### config.mk
export PLATFORM = sky130hd
export DESIGN_NAME = gain_mode_ctrl
export DESIGN_NICKNAME = d
export VERILOG_FILES = /design/src/rtl/gmc_pkg.sv /design/src/rtl/gmc_flag_sync.sv /design/src/rtl/gmc_toggle_det.sv /design/src/rtl/gmc_mode_latch.sv /design/src/rtl/gain_mode_ctrl.sv
export SDC_FILE = /design/constraint.sdc
export NUM_CORES = 1
export LEC_CHECK = 0
export CAP_MARGIN = 20
export CORE_AREA = 5 5 42 44
export CTS_CLUSTER_DIAMETER = 30
export CTS_CLUSTER_SIZE = 25
export DETAILED_ROUTE_END_ITERATION = 8
export DIE_AREA = 0 0 47 49
export MAX_ROUTING_LAYER = met4
export PLACE_DENSITY_LB_ADDON = 0.3
export RECOVER_POWER = 50
export SYNTH_ARGS = -nofsm -noshare
export SYNTH_HDL_FRONTEND = slang
export SYNTH_SLANG_ARGS = --single-unit
### constraint.sdc
create_clock -name clk_i -period 1.2 [get_ports clk_i]
set_clock_uncertainty 0.2 [all_clocks]
set_input_delay 0.3 -clock clk_i [delete_from_list [all_inputs] [get_ports clk_i]]
set_output_delay 0.3 -clock clk_i [all_outputs]
set_load 0.05 [all_outputs]
### src/rtl/gmc_pkg.sv
package gmc_pkg;

    // Step-size code handed to the switch controller
    typedef enum logic [1:0] {
        GAIN_STEADY = 2'b01,
        GAIN_SETTLE = 2'b10,
        GAIN_FAST   = 2'b11
    } gain_e;

    // Mode carried from the latch/flag logic to the encoder
    typedef struct packed {
        logic boost;   // latch set: out of steady state
        logic excur;   // excursion seen while out of steady state
    } mode_t;

    localparam int DEF_QUIET_LEN   = 4;
    localparam int DEF_SYNC_STAGES = 2;

    function automatic gain_e pick_gain(input mode_t m);
        gain_e g;
        if (!m.boost)      g = GAIN_STEADY;
        else if (m.excur)  g = GAIN_FAST;
        else               g = GAIN_SETTLE;
        return g;
    endfunction

endpackage

### src/rtl/gmc_flag_sync.sv
module gmc_flag_sync #(
    parameter int WIDTH  = 2,
    parameter int STAGES = 2
) (
    input  logic             clk_i,
    input  logic             rst_i,
    input  logic [WIDTH-1:0] d_i,
    output logic [WIDTH-1:0] q_o
);

    logic [WIDTH-1:0] chain [STAGES];

    for (genvar s = 0; s < STAGES; s++) begin : g_stage
        if (s == 0) begin : g_first
            always_ff @(posedge clk_i) begin
                if (rst_i) chain[s] <= '0;
                else       chain[s] <= d_i;
            end
        end else begin : g_next
            always_ff @(posedge clk_i) begin
                if (rst_i) chain[s] <= '0;
                else       chain[s] <= chain[s-1];
            end
        end
    end

    assign q_o = chain[STAGES-1];

endmodule

### src/rtl/gmc_toggle_det.sv
// Samples the comparison bit on the rising edge, keeps a copy taken half a
// period later on the falling edge, and captures their XOR on that same
// falling edge so the rising-edge logic sees a clean "changed" flag.
module gmc_toggle_det (
    input  logic clk_i,
    input  logic rst_i,
    input  logic cmp_i,
    output logic tog_o
);

    logic samp_q;   // rising-edge sample
    logic half_q;   // half-cycle delayed copy
    logic tog_q;    // XOR of the two, held for the next rising edge

    always_ff @(posedge clk_i) begin
        if (rst_i) samp_q <= 1'b0;
        else       samp_q <= cmp_i;
    end

    always_ff @(negedge clk_i) begin
        if (rst_i) begin
            half_q <= 1'b0;
            tog_q  <= 1'b0;
        end else begin
            half_q <= samp_q;
            tog_q  <= samp_q ^ half_q;
        end
    end

    assign tog_o = tog_q;

endmodule

### src/rtl/gmc_mode_latch.sv
// Set/reset mode latch. A seen change resets it at once; a run of
// QUIET_LEN consecutive quiet edges sets it.
module gmc_mode_latch #(
    parameter int QUIET_LEN = 4
) (
    input  logic clk_i,
    input  logic rst_i,
    input  logic tog_i,
    output logic boost_o
);

    localparam int CW = (QUIET_LEN < 2) ? 1 : $clog2(QUIET_LEN);
    localparam logic [CW-1:0] QMAX = CW'(QUIET_LEN - 1);

    logic [CW-1:0] run_q;
    logic          boost_q;

    always_ff @(posedge clk_i) begin
        if (rst_i) begin
            run_q   <= '0;
            boost_q <= 1'b0;
        end else if (tog_i) begin
            run_q   <= '0;
            boost_q <= 1'b0;
        end else if (run_q >= QMAX) begin
            run_q   <= QMAX;
            boost_q <= 1'b1;
        end else begin
            run_q   <= run_q + 1'b1;
        end
    end

    assign boost_o = boost_q;

endmodule

### src/rtl/gain_mode_ctrl.sv
module gain_mode_ctrl
    import gmc_pkg::*;
#(
    parameter int QUIET_LEN   = DEF_QUIET_LEN,
    parameter int SYNC_STAGES = DEF_SYNC_STAGES
) (
    input  logic       clk_i,
    input  logic       rst_i,
    input  logic       cmp_i,
    input  logic       ovr_i,
    input  logic       und_i,
    output logic       boost_o,
    output logic       excur_o,
    output logic [1:0] gain_o
);

    logic       tog;
    logic       boost;
    logic [1:0] flags_s;
    mode_t      mode;

    gmc_toggle_det u_tog (
        .clk_i (clk_i),
        .rst_i (rst_i),
        .cmp_i (cmp_i),
        .tog_o (tog)
    );

    gmc_mode_latch #(.QUIET_LEN(QUIET_LEN)) u_latch (
        .clk_i   (clk_i),
        .rst_i   (rst_i),
        .tog_i   (tog),
        .boost_o (boost)
    );

    gmc_flag_sync #(.WIDTH(2), .STAGES(SYNC_STAGES)) u_sync (
        .clk_i (clk_i),
        .rst_i (rst_i),
        .d_i   ({ovr_i, und_i}),
        .q_o   (flags_s)
    );

    always_comb begin
        mode.boost = boost;
        mode.excur = boost & (|flags_s);
    end

    assign boost_o = mode.boost;
    assign excur_o = mode.excur;
    assign gain_o  = pick_gain(mode);

endmodule

==> impl_metrics.tcl, run 1 <==
set metrics [dict create \
    status "finished, violations left" \
    violations "negative setup slack" \
    critPathKind "reg2out" \
    whs_path_depth 1 \
    ant_nets 0 \
    max_slew.worst_pin.slew_ns 0.216 \
    areaGrowthSynthToFinish_pct 61.5 \
    dieWidth_microns 47 \
    critPathMaxStageDelay_ns 0.32 \
    die_h_microns 49 \
    dpl_cell_area_sq_um 480 \
    startpoint "u_sync.chain[1][0]" \
    fillers 159 \
    drv_cap 0 \
    async_reset_ff_frac 0 \
    numCtsBuffers 3 \
    r2r_cells 1 \
    grt_pass1_wl_microns 807 \
    period_minus_slack_ns 1.42 \
    cp-start-kind "flop" \
    dpl.hpwl_microns 376 \
    crit_family "flip-flops" \
    synth-edff-count 0 \
    grt_max_degree 7 \
    tritoncts "yes" \
    crit_path_end_kind "primary output" \
    row_count 14 \
    peakVddDrop_v 0.000582 \
    synth_area_sq_um 332 \
    clockRootBuffer "clkbuf_4" \
    clk_pin_slew_ns 0.06 \
    syn_avg_cell_area_sq_um 11.1 \
    htreeDepth 1 \
    worst_slack_ns -0.219 \
    slew_violations 0 \
    yosysTopAreaCell "dfxtp_1" \
    setup_viol 9 \
    multi_input_area_sq_um 138 \
    cp_cell_sequence "nor2_4 > nand2_2 > buf_6" \
    drt-total-wl_microns 447 \
    synthFlopType "dfxtp_1" \
    synth-seq-cells 10 \
    core-area_sq_um 1400 \
    diodes 0 \
    final.setup.tns_ns -1.62 \
    power_leakage_uw 0.000215 \
    synth_top_area_frac 0.604 \
    cts_buffer_depth 2 \
    hp-class "reg2reg" \
    finalHoldViolations 0 \
    globalplace.congestion 0.623 \
    cp.depth 3 \
    yosys-top-cells-count "dfxtp_1, nor2b_1, nor2_1" \
    rsz0062_at_grt "true" \
    cp.arrival_ns 0.92 \
    design_area_sq_um 536 \
    synth.distinct_cells 11 \
    hold_start "u_sync.chain[0][1]" \
    grt_pass1_vias 236 \
    stdcell_count 60 \
    p_total_uw 711 \
    synthTopCellsByArea "dfxtp_1, nor2b_1, nor3_2, a211oi_2, buf_6" \
    firstDrtPassIters 1 \
    max_freq_mhz 705 \
    synth_nets 35 \
    critPathRequiredTime_ns 0.70 \
    regArea_sq_um 208 \
    wl_per_cell_microns 7.45 \
    port_buffers 8 \
    cts_num_sinks 10 \
    dr.first_iter.drc_count 0 \
    fin_crit_sh 1.18 \
    antenna_found_initial 0 \
    cp_max_fo 2 \
    cp_slowest_cell "dfxtp_2" \
    drc 0 \
    insertion_delay_ns 0.31 \
    synth_most_common_cell "dfxtp_1" \
    crit_buf_inv 1 \
    grt_usage 0.0529 \
    vias_per_cell 3.97 \
    routed-via-count 238 \
    power_density_nw_per_um2 1330 \
    layout.nets 50 \
    ys_warn_count 0 \
    start_util 0.237 \
    cts-hold-fix-buffers 0 \
    gr-total-overflow 0 \
    pin_count 9 \
    synth_seq_area_share 0.604 \
    rr_startpoint "u_tog.tog_o" \
    dieArea_sq_um 2300 \
    place_inst 55 \
    syn_inst 30 \
    slew_headroom 0.856 \
    drive_gt1_frac 0.500 \
]
-- per-layer routing --
| layer | GRT usage | part of all wire |
|---|---|---|
| met5 | - | 0 |
| met4 | 0.0415 | 0.018 |
| met3 | 0.0332 | 0.15 |
| met2 | 0.0814 | 0.50 |
| met1 | 0.0421 | 0.33 |
-- flip-flops by register name, indices dropped and copies added, names as in the netlist --
name,cells
u_tog.half_q,1
u_sync.chain,4
u_latch.boost_o,1
u_tog.tog_o,1
u_latch.run_q,2
u_tog.samp_q,1
-- metrics by stage --
stage	setup slack [ns]	util	hold slack [ns]
6_report	-0.219	0.382	0.243
3_3_place_gp	-0.607	0.343	0.221
5_1_grt	-0.272	0.382	0.265
2_1_floorplan	-0.170	-	0.214
3_5_place_dp	-0.652	0.343	0.231
4_1_cts	-0.238	0.379	0.224
-- power breakdown --
group / switching, uW / internal [uW] / leakage, uW / total (uW)
clock network: 121 / 130 / 0.0000287 / 251
logic: 41.5 / 51.7 / 0.000102 / 93.1
registers: 14.8 / 353 / 0.0000845 / 368
-- cell families after synthesis --
group	count (synthesis)	synth area share
flops	10	0.604
xor+xnor	1	0.0264
buf+inv	4	0.0793
compound gates	2	0.0528
simple gates	13	0.238
-- cell type report --
type,count,share of cell area
clock buffer,3,0.0421
clock inverter,3,0.0210
inverter,1,0.00701
multi-input combinational,16,0.257
sequential,10,0.388
tap,16,0.0374
timing repair buffer,11,0.248
-- path summary, 6_finish.rpt --
kind / slack [ns] / endpoint
setup / recovery: -0.22 / gain_o[0]
hold / removal: 0.24 / u_sync.chain[1][1]
setup reg to reg: -0.19 / u_latch.run_q[0]
hold reg to reg: 0.24 / u_sync.chain[1][1]
-- cell usage in the layout (no fill, tap or decap), types with 2 or more instances in the layout --
master and instances:
nor2b_1 5, dfxtp_1 6, nor2_1 2, dfxtp_2 3, nor3_2 2, clkdlybuf4s50_1 2
clkbuf_4 3, inv_1 3, buf_6 2, buf_12 3, nor2b_4 2
-- repair_timing --
item,in CTS,in global routing
resized for setup,7,1
setup buffers,0,0
pin swaps,2,0
setup endpoints to repair,9,9
No activity file was read; power rests on OpenSTA's default activity.
==> run 2: changes to the inputs <==
--- a/config.mk
+++ b/config.mk
@@ -14,6 +14,7 @@
 export MAX_ROUTING_LAYER = met4
 export PLACE_DENSITY_LB_ADDON = 0.3
 export RECOVER_POWER = 50
+export REMOVE_ABC_BUFFERS = 1
 export SYNTH_ARGS = -nofsm -noshare
 export SYNTH_HDL_FRONTEND = slang
 export SYNTH_SLANG_ARGS = --single-unit
==> run 2 against run 1 <==
Fmax fell by 1.8%. Die area did not move. First-iteration DRC count rose by 1. The run still ends with negative setup slack left. Wire length rose by 10%.
==> impl_metrics.tcl, run 2 (synthesized netlist as in run 1, its figures left out) <==
set metrics [dict create \
    clockPowerShare 0.358 \
    critPathRequiredTime_ns 0.70 \
    rsz0062_at_grt "true" \
    grt_pass1_wl_microns 765 \
    peakVddDrop_v 0.000465 \
    grt_max_degree 8 \
    finalHoldViolations 0 \
    dr.first_iter.drc_count 1 \
    status "finished, violations left" \
    use_met3 0.0332 \
    htreeDepth 1 \
    regMostFlops "u_sync.chain" \
    layout.nets 49 \
    cp-start-kind "flop" \
    row_count 14 \
    drt-total-wl_microns 492 \
    setup_viol 9 \
    vias_per_cell 3.92 \
    max_freq_mhz 692 \
    layout_common_cells "nor2b_1, dfxtp_2, dfxtp_1, buf_12" \
    top_usage_layer "met2" \
    combPwrFrac 0.131 \
    numCtsBuffers 3 \
    die_h_microns 49 \
    tritoncts "yes" \
    max_slew.worst_pin.slew_ns 0.342 \
    largest_reg_flops 4 \
    drv_cap 0 \
    grt_usage 0.0522 \
    firstDrtPassIters 2 \
    hp-class "reg2reg" \
    core-area_sq_um 1400 \
    slew_headroom 0.772 \
    diodes 0 \
    areaGrowthSynthToFinish_pct 61.5 \
    clk_pin_slew_ns 0.06 \
    use_met2 0.0679 \
    start_util 0.237 \
    grt_pass1_vias 209 \
    netSwitchingPower_uw 178 \
    cts_buffer_depth 2 \
    final.setup.tns_ns -1.60 \
    clockRootBuffer "clkbuf_4" \
    insertion_delay_ns 0.31 \
    swShare 0.247 \
    power_leakage_uw 0.000212 \
    seqPwrFrac 0.511 \
    wl_per_cell_microns 8.34 \
    slew_violations 0 \
    dieWidth_microns 47 \
    top_regs "u_sync.chain: 4 flops, u_latch.run_q: 2 flops" \
    cp.arrival_ns 0.95 \
    ant_nets 0 \
    fin_crit_sh 1.20 \
    globalplace.congestion 0.569 \
    antenna_found_initial 0 \
    drc 0 \
    gr-total-overflow 0 \
    violations "negative setup slack" \
    port_buffers 8 \
    p_total_uw 722 \
    cts_num_sinks 10 \
    internal_power_uw 544 \
    grtUsageMet1 0.0467 \
    crit_path_end_kind "primary output" \
    post_cts_buffers 0 \
    routed-via-count 231 \
    cp_max_fo 2 \
    period_minus_slack_ns 1.45 \
    drive_gt1_frac 0.488 \
    power_density_nw_per_um2 1350 \
    cts-hold-fix-buffers 0 \
    pin_count 9 \
    worst_slack_ns -0.245 \
    dieArea_sq_um 2300 \
    critPathKind "reg2out" \
]
run 2: changes by cell type in the layout (fill, tap and decap cells not counted), sizes merged:
cell / before / now
buf: 6 / 5
inv: 4 / 3
clkbuf: 4 / 5
run 2: layer usage:
| layer | up-vias | part of all wire |
|---|---|---|
| li1 | 118 | - |
| met1 | 100 | 0.40 |
| met2 | 11 | 0.44 |
| met3 | 2 | 0.13 |
| met4 | 0 | 0.030 |
| met5 | - | 0 |
run 2: critical path: stages, from the launching register on:
cell and delay [ns]:
dfxtp_2 0.34, nor2_4 0.05, nor2b_2 0.15, buf_12 0.15
run 2: final cells by class:
class                           instances  area (sq um)
Tap cell                               16          20.0
Clock buffer                            4          26.3
Multi-Input combinational cell         16           138
Timing Repair Buffer                   10           134
Fill cell                             146           866
Clock inverter                          2          7.51
Inverter                                1          3.75
Sequential cell                        10           206
run 2: final timing paths:
kind,start,end,slack (ns),cells after the start
hold / removal,u_sync.chain[0][1],u_sync.chain[1][1],0.24,1
hold reg to reg,u_sync.chain[0][1],u_sync.chain[1][1],0.24,1
setup / recovery,u_sync.chain[1][1],excur_o,-0.25,3
setup reg to reg,u_tog.tog_o,u_latch.run_q[0],-0.19,1
run 2: power by group through the flow:
stage                     Sequential (uW)  Clock (uW)  Combinational (uW)
final                                 369         258                94.8
after global routing                  371         290                 103
after CTS                             367         270                91.0
after detailed placement              371        15.7                88.5
after global placement                370        15.7                85.8
after floorplan                       381        15.7                30.3
run 2: repair_timing:
item                                    4_1_cts  5_1_grt
gates cloned                                  0        0
resized for setup                             8        7
pin swaps                                     5        2
endpoints found under the setup margin        9        9
run 2: metrics by stage:
step	cells	hold WS, ns	utilization	setup slack (ns)	area (sq um)
floorplan	28	0.165	-	-1.07	313
global placement	54	0.219	0.334	-0.577	468
detailed placement	54	0.225	0.334	-0.614	468
CTS	59	0.194	0.365	-0.257	512
global route	59	0.253	0.382	-0.284	536
finish	59	0.243	0.382	-0.245	536
==> run 3: changes to the inputs <==
--- a/config.mk
+++ b/config.mk
@@ -15,6 +15,7 @@
 export PLACE_DENSITY_LB_ADDON = 0.3
 export RECOVER_POWER = 50
 export REMOVE_ABC_BUFFERS = 1
+export SLEW_MARGIN = 20
 export SYNTH_ARGS = -nofsm -noshare
 export SYNTH_HDL_FRONTEND = slang
 export SYNTH_SLANG_ARGS = --single-unit
==> results of run 3 <==
No change in the layout: final DEF, timing and power equal those of run 2.
